<file path="src/rtl/sreg_pkg.sv">
package sreg_pkg;
   // Bit positions inside the status byte; other logic decodes them.
   localparam int unsigned POS_C  = 0;
   localparam int unsigned POS_DC = 1;
   localparam int unsigned POS_Z  = 2;
   localparam int unsigned POS_PD = 3;
   localparam int unsigned POS_TO = 4;
   localparam int unsigned NFLAG  = 3;
   localparam int unsigned MIN_W  = 5;

   typedef struct packed {
      logic pwrup;
      logic wdt_to;
      logic sleep;
      logic wdt_clr;
   } sreg_evt_t;
endpackage

</file>
<file path="src/rtl/sreg_flag_merge.sv">
module sreg_flag_merge #(
   parameter int unsigned NF = 3
) (
   input  logic          clk,
   input  logic          rst_n,
   input  logic          wr_en,
   input  logic [NF-1:0] wr_bits,
   input  logic [NF-1:0] alu_val,
   input  logic [NF-1:0] upd,
   output logic [NF-1:0] flags
);
   initial assert (NF >= 1) else $error("sreg_flag_merge: NF must be at least 1");

   // Any hardware flag update blocks the direct write to every arithmetic bit.
   logic any_upd;
   logic wr_pass;
   assign any_upd = |upd;
   assign wr_pass = wr_en & ~any_upd;

   for (genvar i = 0; i < NF; i++) begin : g_flag
      logic nxt;
      always_comb begin
         if (upd[i])       nxt = alu_val[i];
         else if (wr_pass) nxt = wr_bits[i];
         else              nxt = flags[i];
      end

      always_ff @(posedge clk or negedge rst_n) begin
         if (!rst_n) flags[i] <= 1'b0;
         else        flags[i] <= nxt;
      end

      assert_alu_wins_R4: assert property (@(posedge clk) disable iff (!rst_n)
         upd[i] |=> flags[i] == $past(alu_val[i]));
      assert_write_lands_R5: assert property (@(posedge clk) disable iff (!rst_n)
         (wr_en && upd == '0) |=> flags[i] == $past(wr_bits[i]));
      assert_flag_holds_R6: assert property (@(posedge clk) disable iff (!rst_n)
         (!upd[i] && (!wr_en || upd != '0)) |=> $stable(flags[i]));
   end
endmodule

</file>
<file path="src/rtl/sreg_rst_status.sv">
module sreg_rst_status
   import sreg_pkg::*;
(
   input  logic      clk,
   input  logic      rst_n,
   input  sreg_evt_t evt,
   output logic      to_bit,
   output logic      pd_bit
);
   // Priority for time-out: power-up, then watchdog time-out, then sleep / watchdog clear.
   // Priority for power-down: power-up, then sleep, then watchdog clear.
   logic to_nxt;
   logic pd_nxt;

   always_comb begin
      if (evt.pwrup)                       to_nxt = 1'b1;
      else if (evt.wdt_to)                 to_nxt = 1'b0;
      else if (evt.sleep || evt.wdt_clr)   to_nxt = 1'b1;
      else                                 to_nxt = to_bit;

      if (evt.pwrup)                       pd_nxt = 1'b1;
      else if (evt.sleep)                  pd_nxt = 1'b0;
      else if (evt.wdt_clr)                pd_nxt = 1'b1;
      else                                 pd_nxt = pd_bit;
   end

   always_ff @(posedge clk or negedge rst_n) begin
      if (!rst_n) begin
         to_bit <= 1'b1;
         pd_bit <= 1'b1;
      end else begin
         to_bit <= to_nxt;
         pd_bit <= pd_nxt;
      end
   end

   assert_pwrup_sets_R8: assert property (@(posedge clk) disable iff (!rst_n)
      evt.pwrup |=> (to_bit && pd_bit));
   assert_wdt_to_clears_R9: assert property (@(posedge clk) disable iff (!rst_n)
      (evt.wdt_to && !evt.pwrup) |=> !to_bit);
   assert_sleep_clears_pd_R10: assert property (@(posedge clk) disable iff (!rst_n)
      (evt.sleep && !evt.pwrup) |=> !pd_bit);
   assert_quiet_holds_R7: assert property (@(posedge clk) disable iff (!rst_n)
      (evt == '0) |=> ($stable(to_bit) && $stable(pd_bit)));
endmodule

</file>
<file path="src/rtl/proc_status_reg.sv">
module proc_status_reg
   import sreg_pkg::*;
#(
   parameter int unsigned DATA_W = 8
) (
   input  logic              clk,
   input  logic              rst_n,
   input  logic              wr_en,
   input  logic [DATA_W-1:0] wr_data,
   input  logic [2:0]        alu_flags,
   input  logic [2:0]        flag_upd,
   input  logic              ev_pwrup,
   input  logic              ev_wdt_to,
   input  logic              ev_sleep,
   input  logic              ev_wdt_clr,
   output logic [DATA_W-1:0] status_o
);
   localparam int unsigned PAD_W = DATA_W - MIN_W;

   initial assert (DATA_W >= MIN_W) else $error("proc_status_reg: DATA_W below 5");

   logic [NFLAG-1:0] flags;
   logic             to_bit;
   logic             pd_bit;
   sreg_evt_t        evt;

   assign evt = '{pwrup: ev_pwrup, wdt_to: ev_wdt_to, sleep: ev_sleep, wdt_clr: ev_wdt_clr};

   sreg_flag_merge #(.NF(NFLAG)) u_flags (
      .clk     (clk),
      .rst_n   (rst_n),
      .wr_en   (wr_en),
      .wr_bits (wr_data[NFLAG-1:0]),
      .alu_val (alu_flags),
      .upd     (flag_upd),
      .flags   (flags)
   );

   sreg_rst_status u_rst (
      .clk    (clk),
      .rst_n  (rst_n),
      .evt    (evt),
      .to_bit (to_bit),
      .pd_bit (pd_bit)
   );

   assign status_o[POS_C]  = flags[POS_C];
   assign status_o[POS_DC] = flags[POS_DC];
   assign status_o[POS_Z]  = flags[POS_Z];
   assign status_o[POS_PD] = pd_bit;
   assign status_o[POS_TO] = to_bit;

   if (PAD_W > 0) begin : g_pad
      assign status_o[DATA_W-1:MIN_W] = '0;
   end

   if (PAD_W > 0) begin : g_pad_chk
      assert_upper_zero_R1: assert property (@(posedge clk) disable iff (!rst_n)
         status_o[DATA_W-1:MIN_W] == '0);
   end
   assert_write_no_rst_bits_R7: assert property (@(posedge clk) disable iff (!rst_n)
      (wr_en && !ev_pwrup && !ev_wdt_to && !ev_sleep && !ev_wdt_clr)
      |=> (status_o[POS_TO] == $past(status_o[POS_TO]) &&
           status_o[POS_PD] == $past(status_o[POS_PD])));
endmodule

</file>
<file path="config.mk">
export PLATFORM = sky130hd
export DESIGN_NAME = proc_status_reg
export DESIGN_NICKNAME = d
export VERILOG_FILES = /design/src/rtl/sreg_pkg.sv /design/src/rtl/sreg_flag_merge.sv /design/src/rtl/sreg_rst_status.sv /design/src/rtl/proc_status_reg.sv
export SDC_FILE = /design/constraint.sdc
export NUM_CORES = 1
export LEC_CHECK = 0
export ABC_AREA = 0
export BUFFER_PORTS_ARGS = -buffer_cell sky130_fd_sc_hd__clkbuf_2
export CAP_MARGIN = 30
export CORE_AREA = 2 2 39 41
export CTS_BUF_LIST = sky130_fd_sc_hd__clkbuf_4
export CTS_CLUSTER_DIAMETER = 200
export DETAILED_ROUTE_END_ITERATION = 12
export DIE_AREA = 0 0 41 43
export PLACE_DENSITY = 0.56
export SYNTH_ARGS = -nofsm -noshare
export SYNTH_HDL_FRONTEND = slang
export SYNTH_HIERARCHICAL = 1
export SYNTH_SLANG_ARGS = --single-unit
</file>
<file path="constraint.sdc">
create_clock -name clk -period 2.05 [get_ports clk]
set_clock_uncertainty 0.1 [all_clocks]
set_input_delay 0.1025 -clock clk [delete_from_list [all_inputs] [get_ports clk]]
set_output_delay 0.1025 -clock clk [all_outputs]
set_load 0.02 [all_outputs]
</file>
# Word level (Yosys, flattened, before mapping)
# Index checks and enable logic that the tools add are counted.
dict set report totals {
  reg_bits 5
  latch_bits 0
  mem_bits_rw 0
  romBits 0
  in_bits 21
  output_inout_bits 8
  elab_cells 26
  mem_count 0
}
dict set report classes {
  addsub 0
  mul 0
  div_mod_pow 0
  order_cmp 0
  eq_ne 0
  n_shift 0
  mux 12
  bitwise_logic 2
  n_reduce_logical 7
}
# cell n
set op_table {}
lappend op_table {{$mux 1} 12}
lappend op_table {{$reduce_bool 2->1} 3}
lappend op_table {{$reduce_bool 3->1} 2}
lappend op_table {{$reduce_or 3->1} 1}
lappend op_table {{$and 1x1->1} 1}
lappend op_table {{$logic_or 1x1->1} 1}
lappend op_table {{$not 1->1} 1}

# Depth between registers and ports, before layout
# Gate-level depths: netlist (run 1).
dict set report logic_depth {
  ltp_word 5
  ltp_mapped 2
  ltp_nobuf 2
}

# Modules after synthesis
# The synthesis (run 1) kept the hierarchy.
# module n_inst cells_per_inst area_each_um2 seq_area_each_um2
set modules_own_cells {}
lappend modules_own_cells {sreg_flag_merge 1 13 173.9 75.1}
lappend modules_own_cells {sreg_rst_status 1 6 76.3 52.6}
lappend modules_own_cells {proc_status_reg 1 6 41.3 0.0}

# Least setup slack after synthesis (run 1)
# No wires, ideal clock.
dict set report synth_path {
  path_kind {register to register}
  startpoint {register, netlist name u_flags/flags[0]}
  endpoint {register u_flags.flags[0]}
  setup_ns 0.134
  t_arrival_ns 0.637
  required_ns 1.816
  slack_ns 1.179
  path_stages_with_launch 3
  synth_period_minus_slack_ns 0.871
  path_cell_list {dfrtp_1 -> mux2i_1 -> mux2i_1}
}
# element line
set synth_lines {}
lappend synth_lines {{end signal: indexed assignment} sreg_flag_merge.sv:30} ;# else flags[i] <= nxt;
lappend synth_lines {{end: declaration} sreg_flag_merge.sv:10} ;# output logic [NF-1:0] flags

# Final worst setup path (run 1)
dict set report layout_path {
  startpoint {input ev_sleep}
  endpoint {register u_rst.to_bit}
}
dict set report layout_between {
  elab_chain_len 2
}
# element line
set layout_lines {}
lappend layout_lines {{start: declaration} proc_status_reg.sv:14} ;# input logic ev_sleep,
lappend layout_lines {{$logic_or 1x1->1} sreg_rst_status.sv:18} ;# else if (evt.sleep || evt.wdt_clr) to_nxt = 1'b1;
lappend layout_lines {{$reduce_bool 3->1 (no source line)} --}
lappend layout_lines {{end signal: assignment} sreg_rst_status.sv:32} ;# to_bit <= to_nxt;
lappend layout_lines {{end: declaration} sreg_rst_status.sv:7} ;# output logic to_bit,
# Every way passes these cells.
# A chain may end at the register's enable or synchronous reset.

==> results of run 1 <==
-- path summary, 6_finish.rpt --
kind / endpoint / slack, ns / cells after the start
min in group asynchronous: u_flags/flags[1] / 0.10 / 2
hold reg to reg: u_flags/flags[2] / 0.47 / 2
max in group asynchronous: u_rst/pd_bit / 1.53 / 2
hold / removal: u_flags/flags[2] / 0.04 / 3
setup / recovery: u_rst/to_bit / 0.56 / 5
setup reg to reg: u_rst/to_bit / 0.65 / 3
-- through the flow --
step                      total power [mW]  utilization (%)  hold WS, ns  cells  worst slack (ns)
after floorplan                      0.156                -       -0.293     27              1.18
after global placement               0.181             27.6       -0.176     58             0.996
after detailed placement             0.182             27.6       -0.174     58             0.986
after CTS                            0.328             33.4       0.0445     67             0.587
after global routing                 0.340             33.4       0.0560     67             0.463
final                                0.318             33.4       0.0427     67             0.564
-- repair_timing --
item,in CTS,in global routing
resized for setup,0,0
hold endpoints to repair,7,0
hold buffers,5,0
-- cell type report --
type                    count  area share [%]
multi-input cells          17            29.0
flip-flops and latches      5            27.6
well taps                  16            4.34
clock buffers               4            6.50
repair buffers             25            32.5
-- cell families after synthesis --
family / share of synthesized area, %
buffers and inverters: 12.9
and+or+nand+nor: 11.2
other: 1.29
muxes: 20.6
DFF: 43.8
AOI/OAI and AO/OA: 10.3
-- registers in the layout, indices dropped and copies added, names as in the netlist --
name,flops
u_flags/flags,3
u_rst/pd_bit,1
u_rst/to_bit,1
-- metal layers --
metal | share of wire [%] | track usage [%] | vias to the layer above
met5 | 0 | 0 | -
met1 | 38 | 10.1 | 118
li1 | - | - | 134
met3 | 11 | 3.14 | 2
met2 | 48 | 12.8 | 20
met4 | 2.6 | 8.00 | 0
-- power breakdown --
group          internal, mW  switching (mW)
clock                0.0870          0.0440
sequential            0.110         0.00471
combinational        0.0338          0.0382
total                 0.231          0.0869
-- worst register-to-register path: cells and delay by family, from the launching register on --
kind | cells | cell delay [ns]
buffers and inverters | 1 | 0.56
flip-flops | 1 | 0.53
AO/OA/AOI/OAI | 1 | 0.11
AND/OR/NAND/NOR | 1 | 0.05
-- placed cells by master, fill, tap and decap left out --
cell type / Yosys / final
a21oi_1: 3 / 3
clkbuf_2: 0 / 20
clkbuf_4: 0 / 4
conb_1: 1 / 3
dfrtp_1: 3 / 3
dfstp_2: 2 / 2
dlygate4sd3_1: 0 / 5
mux2i_1: 6 / 6
nor2_1: 1 / 1
nor3_1: 1 / 1
nor4b_4: 1 / 1
o21bai_1: 2 / 2
==> flow_results.org, run 1 <==
** Drt
- Number of routed nets with antenna violations :: 0
- Detail-routed via count per cell :: 4.09
- Total vias in the final route :: between 200 and 300
- For this block, the initial DRC count from the detailed router was 1.
- The first detailed-routing pass took 4 iterations.
- After detailed routing, the total wire length is 609 µm.
- Post-DR wirelength/cell :: 9.09 µm
- After detailed routing, the number of remaining DRC violations is 0.

** Cells and area
- Fraction of final layout cells with drive strength greater than 1 :: 52.9%
- Summing all multi-input logic gate instances after layout gives 134 µm².
- Final std cell area, no fill :: 462 µm²
- Across the whole layout, storage elements account for 128 µm².
- 0 antenna diodes ended up in the layout.
- Area growth from synthesis to layout :: 58.4%
- The filler cells instantiated in the layout total 156.
- Nets :: 73

** GRT
- First-pass GRT wire length :: 1030 µm
- For this run, the total global-route usage over all layers was measured as around 9.1%.
- Initial antenna violation count :: 0
- Entering global routing, the biggest net connects 6 pins.
- The via count of the first global-routing pass was 272.
- Total congestion overflow :: 0

** Synthesis
- Synthesis handed over a netlist of 25 instances.
- By area the synthesized netlist is led by dfrtp_1 (26%), mux2i_1 (21%), dfstp_2 (18%).
- Most common cell in the netlist :: mux2i_1
- The number of different library cells used by synthesis comes to 10.
- The share of the Yosys chip area taken by registers is 43.8%.
- Area of the mapped netlist :: 292 µm²
- In this run, synthesis produced a sequential element count of 5.
- Of all flip-flops after synthesis, the portion carrying an async set or reset was 100%.
- Library cell occupying the most area in the post-synthesis netlist :: dfrtp_1
- Most frequently used flop master after synthesis :: dfrtp_1
- For this run, the number of Yosys warnings is 6.
- Number of flops mapped to enable cells by yosys :: 0
- Area fraction of the dominant cell type after synthesis :: 25.8%
- Leading post-synthesis cells by instance count :: mux2i_1 (6), buf_4 (5), a21oi_1 (3), dfrtp_1 (3)
- Each instance of the synthesized netlist takes up on average roughly 12 µm².

** Floorplan
- Chip Height :: 43 µm
- Row generation in the floorplan step produced 14 rows.
- 29 I/O pins were placed.
- Starting density of the core :: 21.1%
- The die covers between 1500 and 2000 µm².
- The die is just over 40 µm wide.
- Area inside the core boundary :: ~1400 µm²

** Worst setup path
- Beginning of the worst register-to-register path :: u_rst/to_bit
- Largest fanout on the critical path :: 2
- Walking the worst path, the cells encountered are dlygate4sd3_1, clkbuf_2, nor3_1, o21bai_1, dlygate4sd3_1.
- The worst setup path is launched from an input port.
- Data arrives at the worst endpoint at 1.56 ns.
- Worst path max stage delay :: roughly 0.55 ns
- Category of the most critical setup path :: in2reg
- Startpoint of the most critical setup path :: ev_sleep
- Counting both buffers and inverters, the worst setup path holds a total of 3.
- The cell family contributing the most delay on the critical path is buffers and inverters.
- For this design, the slowest cell found on the critical path is dlygate4sd3_1.
- STA puts the critical path data required time at approximately 2.1 ns.
- Crit. End Element :: flop
- Most used cell, CP :: dlygate4sd3_1

** Timing
- Post-route minimum period :: ~1.5 ns
- Summed over all failing endpoints, the final setup total negative slack is 0 ns.
- Unrepaired setup endpoints after global routing :: false
- Hold Fails Final Rpt :: 0
- The worst path uses a little over 70% of the clock period.
- F_max :: 673 MHz
- Setup violations remaining at the end of the flow were counted as 0.
- Number of pins with negative max-slew slack in the final report :: 0

** Job
- Max Cap Viol :: 0

** Placed design
- Routability-driven placement finished with a final weighted congestion of 0.632.
- Summing all placed instances gives a cell area of ~380 µm².
- Port bufs :: 20
- Detailed placement ended at an HPWL of 489 µm.

** CTS
- Buffers added to address setup during post-CTS repair amount to 0.
- Clock tree synthesis inserted a total of 3 buffers.
- In this run the number of H-tree levels came out at 1.
- Clock-pin slew was measured on the worst setup and hold paths at 0.05 ns.
- Clock latency of the later-clocked register in the worst-skew pair :: 0.25 ns
- Master cell of the clock root buffer :: clkbuf_4
- Worst-case clock buffer depth :: 2
- TritonCTS built the clock tree.
- Clock sink count :: 5

** Power
- Peak supply drop :: roughly 0.32 mV
- P per Cell Area :: 689 nW/µm²
- For this design the static power due to leakage is 0.232 nW.

** Min path
- Hold Path Class :: in2reg
- Worst hold start :: wr_data[2]

** Outcome
- The run finished with clean final reports.
Power figures use the tool's default switching activity.
==> inputs of run 2 (changes only) <==
--- a/config.mk
+++ b/config.mk
@@ -5,7 +5,7 @@
 export SDC_FILE = /design/constraint.sdc
 export NUM_CORES = 1
 export LEC_CHECK = 0
-export ABC_AREA = 0
+export ABC_AREA = 1
 export BUFFER_PORTS_ARGS = -buffer_cell sky130_fd_sc_hd__clkbuf_2
 export CAP_MARGIN = 30
 export CORE_AREA = 2 2 39 41
==> constraint.sdc (replaced) <==
create_clock -name clk -period 1.5 [get_ports clk]
set_clock_uncertainty 0.1 [all_clocks]
set_input_delay 0.075 -clock clk [delete_from_list [all_inputs] [get_ports clk]]
set_output_delay 0.075 -clock clk [all_outputs]
set_load 0.02 [all_outputs]
==> flow_results.org, run 2 <==
** Cells and area
- Largest regs :: u_flags/flags (3), u_rst/pd_bit (1), u_rst/to_bit (1)
- Most common cell after layout, fill and taps aside :: clkbuf_2
- The area growth from synthesis to layout is 86.3%.
- The number of flip-flops in the largest register is 3 (unchanged).
- Area used by multi-input combinational logic :: 118 µm² (-12%)
- Fraction of final layout cells with drive strength greater than 1 :: 37.7% (-15 points)
- Register name with the most flops :: u_flags/flags
- Top library cells by usage in the layout, fill and taps aside :: clkbuf_2 (20), dlygate4sd3_1 (14), nand2_1 (9)
- The footprint of the flip-flops and latches came to 128 µm² (unchanged).
- The number of nets in the final layout came to 99 (+36%).
- Fill cells :: 154 (-1.3%)
- The total inserted antenna cells came to 0 (unchanged).
- The design area came to 562 µm² (+22%).

** Drt
- The wire length reported by the detailed router is 741 µm (+22%).
- The number of DRC markers in iteration 0 came to 0 (-1).
- Number of routed nets with antenna violations :: 0 (unchanged)
- The number of iterations in the first detailed-routing pass is 1 (-3).
- The number of remaining DRC errors is 0 (unchanged).
- The number of vias in the routed layout came to 355 (+30%).
- The per-cell via count in the routed design was 3.82 (-6.7%).
- Post-DR wirelength/cell :: 7.97 µm (-12%)

** CTS
- Number of buffers inserted during clock tree synthesis :: 3 (unchanged)
- The clock latency of the later-clocked register in the worst-skew pair came to 0.24 ns (about the same).
- The maximum clock path buffer count was 2 (unchanged).
- CTS clock-pin slew for the worst setup and hold paths :: 0.04 ns (about the same)
- The tree is rooted in a clkbuf_4.
- CTS tree :: done
- The count of H-tree levels built during CTS was 1 (unchanged).
- The total number of clock tree sinks was 5 (unchanged).

** GRT
- The number of antenna violations at the first check in global routing is 0 (unchanged).
- The via count of the first global-routing pass was 320 (+18%).
- The largest net degree at the start of global routing came to 6 (unchanged).
- Total congestion overflow :: 0 (unchanged)
- Total routing resource utilization after global routing :: 10.1% (+1.0 points)
- First-pass GRT wire length :: 1130 µm (+10%)

** Synthesis
- Area of the mapped netlist :: 302 µm² (+3.4%)
- The area fraction in and, or, nand and nor cells after synthesis was 33.6% (+22 points).
- The number of synthesized flops with an enable pin is 0 (unchanged).
- Synth Area in Compound Gates :: 1.66% (-8.6 points)
- The most used flip-flop cell after synthesis is dfrtp_1.
- Most common cell in the netlist :: nand2_1
- The share of the synthesized area in the top cell type came to 24.9% (-0.85 points).
- The number of distinct library cell variants in the gate-level netlist after synthesis came to 11 (+1).
- Main combinational cell family by area after synthesis :: simple AND/OR/NAND/NOR gates
- The portion of the post-synthesis area used by sequential elements is 42.3% (-1.5 points).
- Post-Synthesis Cells :: 42 (+68%)
- The adder and majority cell fraction of the synthesized area was 0% (unchanged).
- Summed over all instances, the cell type with the most area after synthesis is dfrtp_1.
- Multiplexer fraction of the synthesized cell area :: 0% (-21 points)
- The post-synthesis sequential element count is 5 (unchanged).
- Post-Syn Area per Cell :: 7.18 µm² (-38%)
- The share of synthesized flip-flops with an asynchronous set or reset came to 100% (unchanged).
- After synthesis, the cell types taking the most area are dfrtp_1 (25%), dfstp_2 (17%), buf_4 (12%).
- Leading post-synthesis cells by instance count :: nand2_1 (9), inv_1 (7), nand3_1 (6), buf_4 (5), nor2_1 (5)
- The warning count from the yosys run was 6 (unchanged).
- Post-synthesis xor/xnor area fraction :: 0% (unchanged)

** Worst setup path
- In this design, the critical path's most frequently occurring cell is nand2_1.
- Minimum setup slack among reg-to-reg paths :: 0.09 ns (-0.56 ns)
- Worst-case reg-to-reg path depth :: 3 (unchanged)
- Among all stages on the critical path, the largest delay is contributed by dlygate4sd3_1.
- Category of the most critical setup path :: in2reg
- Largest fanout on the critical path :: 2 (unchanged)
- Crit. End Element :: flop
- STA classifies the critical path startpoint as an input port.
- Walking the worst path, the cells encountered are dlygate4sd3_1, clkbuf_2, nor2_1, nand2_1, nand2_1, nand2_1, dlygate4sd3_1.
- The data arrival time of the critical path came to 1.49 ns (-0.07 ns).
- The worst path required time is 1.56 ns (-0.56 ns).
- The delay contributed by the slowest stage of the critical path was 0.55 ns (about the same).

** Floorplan
- Starting density of the core :: 21.8% (+0.72 points)
- IO Count :: 29 (unchanged)
- The height of the die is 43 µm (unchanged).
- Total number of placement rows :: 14 (unchanged)
- The die outline area was 1760 µm² (unchanged).
- The die span in x is 41 µm (unchanged).
- Area inside the core boundary :: 1380 µm² (unchanged)

** Timing
- Total Negative Setup Slacks :: 0 ns (unchanged)
- In the finished design, the share of the clock period the worst path needs comes to 95.6%.
- The final number of hold-violating endpoints is 0 (unchanged).
- After layout, the minimum clock period comes to ~1.4 ns.
- For this run, the top clock speed supported by timing is approximately 700 MHz.
- Unrepaired setup endpoints after global routing :: false
- The number of slew-limit violations in the final report came to 0 (unchanged).
- The final worst hold slack came to 0.0443 ns (+0.00162 ns).
- The number of endpoints failing setup at the final stage came to 0 (unchanged).

** Placed design
- Final weighted congestion in routability-driven placement :: 0.672 (+6.4%)
- Port bufs :: 20 (unchanged)
- Placed Area :: 392 µm² (+2.6%)
- The HPWL reported at the end of detailed placement is 498 µm (+1.8%).

** Power
- Switching share of total power :: 26.7% (-0.68 points)
- Internal :: 325 µW (+41%)
- The proportion of power drawn by flip-flops and latches came to 35.0% (-1.2 points).
- Leak :: 0.303 nW (+31%)
- The net switching power came to 118 µW (+36%).
- Combinational group share of total power :: 25.8% (+3.2 points)
- The maximum VDD drop is 0.270 mV (-16%).
- The proportion of power drawn by the clock network came to 39.2% (-2.0 points).
- P per Cell Area :: 788 nW/µm² (+14%)

** Min path
- The worst hold path belongs to the class in2reg.
- The worst hold path stage count was 4 (+1).

** Outcome
- The run finished with clean final reports.

** Job
- Max Cap Viol :: 0 (unchanged)
run 2: cell count changes in the layout (fill, tap and decap cells not counted), sizes merged:
cell	previous run	this run
nor2	1	7
nand2	0	10
mux2i	6	0
o21ai	0	1
nand3	0	6
a21oi	3	0
inv	0	7
o21bai	2	0
dlygate4sd3	5	14
nor3	1	0
nor4b	1	0
run 2: kinds of logic (layout without fill, tap and decap cells):
family                 Yosys count  after routing
AND/OR/NAND/NOR                 23             23
buffers and inverters           12             45
flip-flops                       5              5
other                            1              3
AO/OA/AOI/OAI                    1              1
run 2: layout make-up:
class | instances | area share [%]
timing repair buffer | 34 | 42.8
sequential | 5 | 22.7
multi-input combinational | 27 | 20.9
clock buffer | 4 | 5.35
inverter | 7 | 4.68
tap | 16 | 3.56
run 2: what timing repair did:
item,CTS,global route
setup buffers,0,0
hold buffers,14,0
endpoints found under the hold margin,10,0
endpoints found under the setup margin,0,1
resized for setup,0,0
run 2: per-stage QoR:
step           instances  total power, mW  util [%]  worst slack [ns]
2_1_floorplan         44            0.213         -             0.642
3_3_place_gp          75            0.241      28.3             0.616
3_5_place_dp          75            0.242      28.3             0.622
4_1_cts               93            0.454      40.6            0.0666
5_1_grt               93            0.471      40.6            0.0114
6_report              93            0.443      40.6            0.0665
run 2: final timing paths:
kind                                   from                to
hold / removal                  flag_upd[2]  u_flags/flags[2]
setup reg to reg               u_rst/pd_bit      u_rst/pd_bit
max in group asynchronous             rst_n      u_rst/to_bit
min in group asynchronous             rst_n  u_flags/flags[0]
hold reg to reg            u_flags/flags[2]  u_flags/flags[2]
setup / recovery                   ev_sleep      u_rst/to_bit
run 2: power groups by stage:
stage / clock [mW] / sequential, mW / combinational, mW
after floorplan: 0 / 0.167 / 0.0454
after global placement: 0 / 0.156 / 0.0849
after detailed placement: 0 / 0.157 / 0.0852
after CTS: 0.184 / 0.155 / 0.114
after global routing: 0.187 / 0.156 / 0.128
final: 0.174 / 0.155 / 0.114
run 2: routing by layer:
metal / share of wire (%) / up-vias / routed length [µm] / track usage (%)
met5: 0 / - / 0 / 0
met4: 1.9 / 0 / 14 / 10.0
met3: 10 / 2 / 74 / 4.19
met2: 49 / 20 / 364 / 14.4
met1: 39 / 146 / 286 / 10.2
li1: - / 187 / - / -
run 2: worst max-delay path: cells and delay by family:
family / cells / cell delay [ns]
buffers and inverters: 3 / 1.19
and+or+nand+nor: 4 / 0.22
==> inputs of run 3 (changes only) <==
--- a/config.mk
+++ b/config.mk
@@ -14,7 +14,7 @@
 export DETAILED_ROUTE_END_ITERATION = 12
 export DIE_AREA = 0 0 41 43
 export PLACE_DENSITY = 0.56
+export SETUP_SLACK_MARGIN = 0.5
 export SYNTH_ARGS = -nofsm -noshare
 export SYNTH_HDL_FRONTEND = slang
-export SYNTH_HIERARCHICAL = 1
 export SYNTH_SLANG_ARGS = --single-unit
==> flow_results.org, run 3 <==
** Cells and area
- The total inserted antenna cells was 0 (unchanged).
- The largest registers in the layout are u_flags.flags (3), u_rst.pd_bit (1), u_rst.to_bit (1).
- Number of flip-flops in the largest register :: 3 (unchanged)
- Post-layout util :: 42.0% (+1.4 points)
- The layout cell share with drive strength beyond 1 was 40.0% (+2.3 points).
- Most common cell after layout, fill and taps aside :: clkbuf_2
- Fill cells :: 153 (-0.65%)
- Register name with the most flops :: u_flags.flags
- Nets :: 97 (-2.0%)
- Top library cells by usage in the layout, fill and taps aside :: clkbuf_2 (17), dlygate4sd3_1 (14), nand2_1 (7)
- Area growth from synthesis to layout :: 98.3%

** GRT
- The via count of the first global-routing pass is 336 (+5.0%).
- The wire length of the first global-routing pass was 1150 µm (+1.9%).
- Initial antenna violation count :: 0 (unchanged)
- Total routing resource utilization after global routing :: 9.90% (-0.20 points)
- Pin count of the biggest net entering global routing :: 6 (unchanged)
- The final global-route overflow total is 0 (unchanged).

** Drt
- The met2 layer wire length in the routed design is 333 µm (-8.5%).
- Routed wire length :: 709 µm (-4.3%)
- Final routed DRC violation total :: 0 (unchanged)
- The number of routed nets with antenna violations came to 0 (unchanged).
- The average wire per standard cell came to 7.79 µm (-2.2%).
- The number of DRC markers in iteration 0 came to 0 (unchanged).
- The met1 wire length is 277 µm (-3.1%).
- Uppermost layer routed :: met3
- The number of iterations in the first detailed-routing pass is 1 (unchanged).
- Met3 wirelength from detailed routing :: 98 µm (+32%)
- Detail-routed via count per cell :: 3.85 (+0.76%)
- Total vias in the final route :: 350 (-1.4%)

** Timing
- The number of slew-limit violations in the final report came to 0 (unchanged).
- Setup repair after global routing could not meet its margin everywhere.
- The achievable clock frequency is 935 MHz (+34%).
- The share of the clock period used by the worst path was 71.3% (-24 points).
- The number of endpoints failing setup at the final stage was 0 (unchanged).
- Hold Fails Final Rpt :: 0 (unchanged)
- The setup TNS came to 0 ns (unchanged).
- Post-route minimum period :: 1.07 ns (-0.364 ns)
- Worst Hold Margin :: 0.0365 ns (-0.00780 ns)

** Synthesis
- The share of the synthesized area in the top cell type came to 25.6% (+0.74 points).
- Dominant cells by area after synthesis :: dfrtp_1 (26%), dfstp_2 (18%), buf_4 (13%)
- Summed over all instances, the cell type with the most area after synthesis is dfrtp_1.
- Area of the mapped netlist :: 293 µm² (-2.9%)
- Post-synth ARST share :: 100% (unchanged)
- For this run, the leading register cell type out of synthesis is dfrtp_1.
- Post-Syn Area per Cell :: 7.51 µm² (+4.6%)
- Post-Synthesis Cells :: 39 (-7.1%)
- Number of flops mapped to enable cells by yosys :: 0 (unchanged)
- The number of distinct library cell variants in the gate-level netlist after synthesis came to 12 (+1).
- Leading post-synthesis cells by instance count :: nand2_1 (7), inv_1 (6), nand3_1 (6), buf_4 (5)
- Sequential fraction of the synthesis area :: 43.6% (+1.3 points)
- Number of warning messages in the yosys log :: 0 (-6)
- The post-synthesis sequential element count is 5 (unchanged).
- Most common cell in the netlist :: nand2_1

** CTS
- Clock sink count :: 5 (unchanged)
- The clock latency of the later-clocked register in the worst-skew pair is 0.24 ns (about the same).
- H-tree levels :: 1 (unchanged)
- The clock-pin transition on the worst setup and hold timing paths was 0.05 ns (about the same).
- Master cell of the clock root buffer :: clkbuf_4
- Number of buffers inserted during clock tree synthesis :: 3 (unchanged)
- TritonCTS built the clock tree.
- Worst-case clock buffer depth :: 2 (unchanged)

** Min path
- In this run the most critical hold path is launched from flag_upd[2].
- Min-Delay Endpoint :: u_flags.flags[2]
- The path class of the tightest hold or removal check is in2reg.
- The worst hold path stage count is 4 (unchanged).

** Floorplan
- Chip Height :: 43 µm (unchanged)
- Area inside the core boundary :: 1380 µm² (unchanged)
- The number of rows in the core area was 14 (unchanged).
- Die Outline Area :: 1760 µm² (unchanged)
- The initial standard-cell utilization of the core came to 21.2% (-0.63 points).
- The die span in x was 41 µm (unchanged).
- IO Count :: 29 (unchanged)

** Worst setup path
- The worst path required time is 1.32 ns (-0.24 ns).
- Family with the most delay on the worst path :: flip-flops
- Category of the most critical setup path :: reg2out
- Crit path buf inv count :: 1 (-2)
- Worst path max stage delay :: 0.54 ns (about the same)
- The worst setup path is launched from a flop.
- The slowest stage of the critical path belongs to the cell dfstp_2.
- In this run the critical register-to-register path is captured at u_rst.to_bit.
- STA classifies the critical path endpoint as an output pin.
- Minimum setup slack among reg-to-reg paths :: 0.58 ns (+0.49 ns)
- List of cells traversed by the critical path :: buf_8
- The maximum net fanout on the critical path came to 2 (unchanged).
- Data arrival time at the worst-slack endpoint :: 0.89 ns (-0.60 ns)
- The startpoint identified for the worst register-to-register timing path is u_rst.to_bit.
- The worst reg-to-reg path cell count came to 2 (-1).

** Power
- The static leakage power came to 0.310 nW (+2.5%).
- The power density over the cells was 747 nW/µm² (-5.2%).
- The maximum VDD drop is 0.351 mV (+30%).

** Placed design
- The final estimated routing congestion in global placement is 0.645 (-4.0%).
- Port bufs :: 20 (unchanged)

** Job
- Max Cap Viol :: 0 (unchanged)

** Outcome
- The run finished with clean final reports.
[run 3: power by group]
group	leakage (nW)	switching [mW]	internal [mW]
sequential	0.0572	0.00702	0.149
clock	0.0177	0.0577	0.0966
combinational	0.235	0.0566	0.0665
total	0.310	0.121	0.313
[run 3: worst max-delay path by stage]
stage	start	to	slack (ns)	cells past startpoint
floorplan	u_flags.flags[0]	u_flags.flags[0]	0.64	4
global placement	u_rst.to_bit	u_rst.to_bit	0.62	2
detailed placement	u_rst.to_bit	u_rst.to_bit	0.61	2
CTS	u_rst.to_bit	status_o[4]	0.41	1
global route	u_rst.to_bit	status_o[4]	0.39	1
finish	u_rst.to_bit	status_o[4]	0.43	1
[run 3: cell families (layout without fill, tap and decap cells)]
kind of cell / after synthesis / after routing / synth area share [%]
simple gates: 20 / 20 / 31.2
buf+inv: 11 / 45 / 20.5
flops: 5 / 5 / 43.6
compound gates: 2 / 2 / 3.42
other cells: 1 / 3 / 1.28
[run 3: metrics by stage]
| step | power [mW] | instances | cell area (µm²) | setup slack [ns] |
|---|---|---|---|---|
| after floorplan | 0.211 | 41 | 300 | 0.642 |
| after global placement | 0.240 | 72 | 383 | 0.625 |
| after detailed placement | 0.241 | 72 | 383 | 0.614 |
| after CTS | 0.436 | 90 | 568 | 0.406 |
| after global routing | 0.475 | 91 | 581 | 0.392 |
| final | 0.434 | 91 | 581 | 0.430 |
[run 3: layout make-up]
type	instances	area, µm²	area share (%)
flip-flops and latches	5	128	22.0
well taps	16	20.0	3.45
multi-input cells	25	113	19.4
clock buffers	3	22.5	3.88
inverters	6	22.5	3.88
clock inverters	1	5.00	0.862
repair buffers	35	270	46.6
[run 3: what timing repair did]
item,CTS,global route
gates resized for setup,3,4
gates cloned,0,0
endpoints found under the setup margin,2,3
endpoints found under the hold margin,10,0
setup buffers,0,1
hold buffers,14,0
pin swaps,0,0
[run 3: per-layer routing]
| metal | track usage [%] | up-vias |
|---|---|---|
| li1 | - | 184 |
| met1 | 8.85 | 146 |
| met2 | 16.6 | 20 |
| met3 | 6.28 | 0 |
| met4 | 4.00 | 0 |
| met5 | 0 | - |
